`config.mk`:
```
export PLATFORM = sky130hd
export DESIGN_NAME = xcvr_reset_seq
export DESIGN_NICKNAME = d
export VERILOG_FILES = /design/src/rtl/rstseq_pkg.sv /design/src/rtl/rstseq_pin_qual.sv /design/src/rtl/rstseq_soft.sv /design/src/rtl/rstseq_strap.sv /design/src/rtl/xcvr_reset_seq.sv
export SDC_FILE = /design/constraint.sdc
export NUM_CORES = 1
export LEC_CHECK = 0
export ABC_AREA = 1
export CAP_MARGIN = 20
export CORE_MARGIN = 10
export CORE_UTILIZATION = 45
export CTS_CLUSTER_SIZE = 28
export DETAILED_ROUTE_END_ITERATION = 8
export MAX_ROUTING_LAYER = met4
export PLACE_DENSITY = 0.71
export SLEW_MARGIN = 20
export SYNTH_ARGS = -nofsm -noshare
export SYNTH_HDL_FRONTEND = slang
export SYNTH_HIERARCHICAL = 1
export SYNTH_SLANG_ARGS = --single-unit
```
`constraint.sdc`:
```
create_clock -name clk -period 1.7 [get_ports clk]
set_input_delay 0.51 -clock clk [delete_from_list [all_inputs] [get_ports clk]]
set_output_delay 0.51 -clock clk [all_outputs]
set_load 0.02 [all_outputs]
```
`src/rtl/rstseq_pkg.sv`:
```
package rstseq_pkg;
  function automatic int unsigned low_cycles(input int unsigned clk_hz, input int unsigned us);
    return (clk_hz / 1000) * us / 1000;
  endfunction
endpackage

```
`src/rtl/rstseq_pin_qual.sv`:
```
module rstseq_pin_qual #(
  parameter int unsigned MIN_CYC = 100
) (
  input  logic clk,
  input  logic por_n,
  input  logic pin_n,
  output logic hw_rst
);
  localparam int unsigned CW = $clog2(MIN_CYC + 1);
  localparam logic [CW-1:0] LAST = CW'(MIN_CYC - 1);

  logic          s1, s2;
  logic [CW-1:0] cnt;

  always_ff @(posedge clk or negedge por_n) begin
    if (!por_n) begin
      s1     <= 1'b1;
      s2     <= 1'b1;
      cnt    <= '0;
      hw_rst <= 1'b0;
    end else begin
      s1 <= pin_n;
      s2 <= s1;
      if (s2) begin
        cnt    <= '0;
        hw_rst <= 1'b0;
      end else if (cnt == LAST) begin
        hw_rst <= 1'b1;
      end else begin
        cnt <= cnt + 1'b1;
      end
    end
  end

  // the qualified reset only starts after the synchronised pin was low
  a_r2_needs_low: assert property (@(posedge clk) disable iff (!por_n)
    $rose(hw_rst) |-> $past(!s2));
  a_r2_drops_on_high: assert property (@(posedge clk) disable iff (!por_n)
    (hw_rst && s2) |=> !hw_rst);
endmodule

```
`src/rtl/rstseq_soft.sv`:
```
module rstseq_soft #(
  parameter int unsigned SWR_CYC  = 8,
  parameter int unsigned CTL_W    = 16,
  parameter int unsigned TRIG_BIT = 15
) (
  input  logic             clk,
  input  logic             por_n,
  input  logic             we,
  input  logic [CTL_W-1:0] wdata,
  input  logic             busy,
  output logic             sw_act
);
  localparam int unsigned CW = (SWR_CYC > 1) ? $clog2(SWR_CYC) : 1;

  logic [CW-1:0] cnt;
  logic          trig;

  assign trig = we && wdata[TRIG_BIT] && !busy && !sw_act;

  always_ff @(posedge clk or negedge por_n) begin
    if (!por_n) begin
      sw_act <= 1'b0;
      cnt    <= '0;
    end else if (sw_act) begin
      if (cnt == '0) sw_act <= 1'b0;
      else           cnt    <= cnt - 1'b1;
    end else if (trig) begin
      sw_act <= 1'b1;
      cnt    <= CW'(SWR_CYC - 1);
    end
  end

  // a valid trigger write starts the software reset
  a_r3_starts: assert property (@(posedge clk) disable iff (!por_n)
    (we && wdata[TRIG_BIT] && !busy && !sw_act) |=> sw_act);
  // a write without the trigger bit never starts a reset
  a_r5_no_bit_no_start: assert property (@(posedge clk) disable iff (!por_n)
    (!sw_act && !(we && wdata[TRIG_BIT])) |=> !sw_act);
endmodule

```
`src/rtl/rstseq_strap.sv`:
```
module rstseq_strap #(
  parameter int unsigned STRAP_W = 4
) (
  input  logic               clk,
  input  logic               por_n,
  input  logic               rst_any,
  input  logic [STRAP_W-1:0] pads,
  output logic               core_rst_n,
  output logic               oe,
  output logic               done,
  output logic [STRAP_W-1:0] cfg
);
  logic release_now;
  assign release_now = !core_rst_n && !rst_any;

  always_ff @(posedge clk or negedge por_n) begin
    if (!por_n) begin
      core_rst_n <= 1'b0;
      oe         <= 1'b0;
      done       <= 1'b0;
      cfg        <= '0;
    end else begin
      core_rst_n <= !rst_any;
      oe         <= core_rst_n && !rst_any;
      if (release_now) begin
        cfg  <= pads;
        done <= 1'b1;
      end else if (rst_any) begin
        done <= 1'b0;
      end
    end
  end

  a_r6_oe_off_in_reset: assert property (@(posedge clk) disable iff (!por_n)
    !core_rst_n |-> !oe);
  a_r7_oe_lag: assert property (@(posedge clk) disable iff (!por_n)
    $rose(oe) |-> $past(core_rst_n));
  a_r8_cfg_held: assert property (@(posedge clk) disable iff (!por_n)
    (core_rst_n && $past(core_rst_n)) |-> $stable(cfg));
  a_r9_done_clears: assert property (@(posedge clk) disable iff (!por_n)
    $fell(core_rst_n) |-> !done);
endmodule

```
`src/rtl/xcvr_reset_seq.sv`:
```
module xcvr_reset_seq #(
  parameter int unsigned CLK_HZ     = 50_000_000,
  parameter int unsigned MIN_LOW_US = 1000,
  parameter int unsigned SWR_CYC    = 8,
  parameter int unsigned CTL_W      = 16,
  parameter int unsigned STRAP_W    = 4
) (
  input  logic               clk,
  input  logic               por_n,
  input  logic               rst_pin_n,
  input  logic               ctl_we,
  input  logic [CTL_W-1:0]   ctl_wdata,
  input  logic [STRAP_W-1:0] strap_pad_i,
  output logic               ctl_rst_bit,
  output logic               core_rst_n,
  output logic               rst_done,
  output logic               strap_oe,
  output logic [STRAP_W-1:0] cfg_dflt
);
  import rstseq_pkg::*;
  localparam int unsigned MIN_LOW_CYC = low_cycles(CLK_HZ, MIN_LOW_US);
  localparam int unsigned TRIG_BIT    = 15;

  logic hw_rst, sw_act, rst_any;

  rstseq_pin_qual #(.MIN_CYC(MIN_LOW_CYC)) u_qual (
    .clk(clk), .por_n(por_n), .pin_n(rst_pin_n), .hw_rst(hw_rst));

  rstseq_soft #(.SWR_CYC(SWR_CYC), .CTL_W(CTL_W), .TRIG_BIT(TRIG_BIT)) u_soft (
    .clk(clk), .por_n(por_n), .we(ctl_we), .wdata(ctl_wdata),
    .busy(!core_rst_n), .sw_act(sw_act));

  assign rst_any     = hw_rst | sw_act;
  assign ctl_rst_bit = sw_act;

  rstseq_strap #(.STRAP_W(STRAP_W)) u_strap (
    .clk(clk), .por_n(por_n), .rst_any(rst_any), .pads(strap_pad_i),
    .core_rst_n(core_rst_n), .oe(strap_oe), .done(rst_done), .cfg(cfg_dflt));

  // the reset bit is only ever cleared while the internal reset is held
  a_r4_clear_inside: assert property (@(posedge clk) disable iff (!por_n)
    $fell(ctl_rst_bit) |-> !core_rst_n);
endmodule

```
==> reports/results.txt <==
The tools report the final number of hold-violating endpoints as 0. Setup violations remaining at the end of the flow were counted as 0. The measured slew at the worst slew-check pin is 451 ps, and the net count of the mapped netlist is 232. For met2 alone, demand over resource in global routing was 18.7%. The final critical path takes up 92.2% of the cycle.

The number of cells on the critical path came out at 1. Critical path's slowest cell: sky130_fd_sc_hd__dfrtp_1. The total congestion overflow after global routing was 0; the worst-path maximum fanout was 2. Final clock skew: 6.32 ps. Final period demand of the worst path: 1570 ps. CTS saw 30 sinks. The worst setup slack after placement came out at 229 ps.

The die covers 0.00631 mm². The clock reaches the later pin of the worst-skew pair after 340 ps. At the end of routability-driven placement, the weighted congestion stood at 0.810. During I/O placement, the number of pins put on the boundary was 32. For the peak supply drop, the log shows 0.000726 V.

Sorting the synthesized cells by area gives the leading types as sky130_fd_sc_hd__dfrtp_1 (44%), sky130_fd_sc_hd__nand2_1 (13%), sky130_fd_sc_hd__nor2_1 (6.4%), sky130_fd_sc_hd__inv_1 (5.4%), sky130_fd_sc_hd__nand3_1 (5.0%). Before antenna repair, the detailed router went through 4 iterations. The final core utilization was 56.0%; the arrival time at the worst endpoint was 1060 ps. For this run, the post-layout net count is 257. The master cell of the clock root buffer was sky130_fd_sc_hd__clkbuf_4. The worst-case headroom to the max-slew limit came out at 69.9%. In this run the core area contains 21 standard-cell rows.

Adding up every negative setup slack in the final design gives 0 ps. Setup repair after global routing left no endpoint under its margin. The kind of capture point of the worst setup path was an output port. Clock-pin slew was measured on the worst setup and hold paths at 100 ps. Counting cells, the worst reg-to-reg path comes to 6.

Walking the worst path, the cells encountered are dlygate4sd2_1. The run gives 277 as the count of placed standard cells in the final layout, fillers left out. In this run the cell area of the synthesized design comes to 0.00159 mm². In the layout the commonest cells are sky130_fd_sc_hd__nand2_1 (56), sky130_fd_sc_hd__dfrtp_1 (28), sky130_fd_sc_hd__nor2_1 (27). Summing over every cut layer, the via total after detailed routing is 1340.

For the CTS buffer count, the log shows 5. Setup slack closes at 132 ps. The first global-routing pass estimated 5.81 mm of wire.

0 antenna diodes ended up in the layout. The logs give 0 for the final number of max-transition violations and 0.00183 mm² for the instance area at placement. The number of buffers and inverters on the critical path works out to 1. Total DRC errors in the routed layout: 0.

The critical path class was reg -> out. The synthesized design devotes to its leading area cell type 44.1% of total area. The initial utilization of the core area, before any placement, comes to 47.2%.

The flow ran to the end, and the final reports show no timing, DRC or antenna violations. The tool flagged a number of max-cap violations equal to 0. The global routing stage identified its most utilized layer as met2.

Post-synthesis cell type count: 25. The routed design has 3.24 mm of wire. Entering global routing, the biggest net connects 31 pins. Timing would allow up to 0.638 GHz. The synthesized instance count is 205. After synthesis the netlist holds a flip-flop and latch count of 30. The finished cells cover 0.00188 mm². The part of the Yosys area used for sequential elements is 47.4%, and the yosys synthesis warning count is 6.

Worst hold path cell count: 0. The number of violations reported at the end of detailed-routing iteration 0 is 148, and the routed wire length per instance is 11.7 µm. The number of buffers on the longest clock path came out at 2. sky130_fd_sc_hd__dfrtp_1 takes more of the synthesized area than any other cell.

For this design, the CTS-stage hold fixing added 0 buffers. Power spread over the standard cell area amounts to 1150 mW/mm². The largest delay contributor family on the critical path is flip-flops. The number of global-route vias before repair was 1320; the per-instance average area after synthesis was 7.75 µm². The H-tree depth came out at 2.

The post-route netlist has 16.0% of its cells at a drive strength greater than 1. Leaving out fill and tap cells, the most frequent cell in the layout is sky130_fd_sc_hd__nand2_1. The logs give 11.8% for the total global-route track usage and 269 for the placed instance count. The y dimension of the die is 79.4 µm, and the area of the core region is 0.00336 mm².

The initial antenna violation count came out at 0. TritonCTS built the clock tree. For the global routing usage on met1, the log shows 13.5%.

The detail route stage leaves a number of antenna-violating nets equal to 0. The count of buffers from port buffering works out to 16. STA classifies the critical path startpoint as a register.

The die extent in x was 79.4 µm; the area added between synthesis and finish was 18.6%. The logs give 2.39 mm for the HPWL after detailed placement and 3.04% for the global routing usage on met3. Data on the critical path is required at its endpoint by 1190 ps. For this run, the slowest stage of the critical path takes 400 ps. The class of the worst hold path is reg -> reg. The average via count per standard cell was 4.84. Summed over all cells, the static leakage comes to 0.000886 µW.
cell usage after synthesis, drive strengths merged:
library cell	n
dfrtp	28
nor3	5
a31oi	1
o21ai	8
a21oi	5
nor2	34
o21bai	1
ha	3
or2	2
nand3	17
dfstp	2
o21a	2
nand3b	1
inv	26
nand2	65
nand4	4
buf	1
kinds of logic (layout without fill, tap and decap cells):
logic type      after synthesis  count (layout)  synth area share (%)
simple gates                128             128                  37.2
flops                        30              30                  47.4
buf+inv                      27              53                  6.85
compound gates               17              17                  6.14
fa+ha+maj                     3               3                  2.36
cell type report:
cell class / count / area, µm²
well taps: 46 / 57.6
multi-input cells: 148 / 727
clock buffers: 6 / 51.3
fillers: 334 / 1480
inverters: 26 / 97.6
flip-flops and latches: 30 / 753
repair buffers: 19 / 185
clock inverters: 2 / 12.5
state kept, by name, summed over array words and instances, names as in the netlist:
register            flops
u_qual/cnt             16
u_qual/hw_rst           1
u_qual/s1               1
u_qual/s2               1
u_soft/cnt              3
u_soft/sw_act           1
u_strap/cfg             4
u_strap/core_rst_n      1
u_strap/done            1
u_strap/oe              1
routing by layer:
layer | routed length (µm) | up-vias
li1 | - | 693
met1 | 1500 | 617
met2 | 1570 | 23
met3 | 111 | 7
met4 | 63 | 0
met5 | 0 | -
repair_timing:
item,CTS,global route
resized for setup,8,0
buffers inserted,0,0
endpoints found under the setup margin,8,0
hold endpoints to repair,0,0
stage by stage:
step | hold WS, ps | power, µW
floorplan | 214 | 1430
global placement | 346 | 1780
detailed placement | 347 | 1810
CTS | 362 | 2210
global route | 367 | 2340
finish | 360 | 2160
where the power goes:
part           leakage (µW)  total, µW  switching, µW  internal [µW]
Sequential         0.000388        932           75.3            856
Combinational      0.000464        773            478            295
Clock             0.0000343        457            259            198
worst paths after layout:
check                                   start        endpoint  slack (ps)
worst max-delay path            u_soft/sw_act     ctl_rst_bit         130
worst min-delay path                u_qual/s1       u_qual/s2         360
worst max register to register  u_qual/cnt[1]   u_qual/cnt[0]         290
worst min register to register      u_qual/s1       u_qual/s2         360
max in group asynchronous               por_n       u_qual/s2         940
min in group asynchronous               por_n  u_qual/cnt[14]         520
No activity file was read; power rests on OpenSTA's default activity.
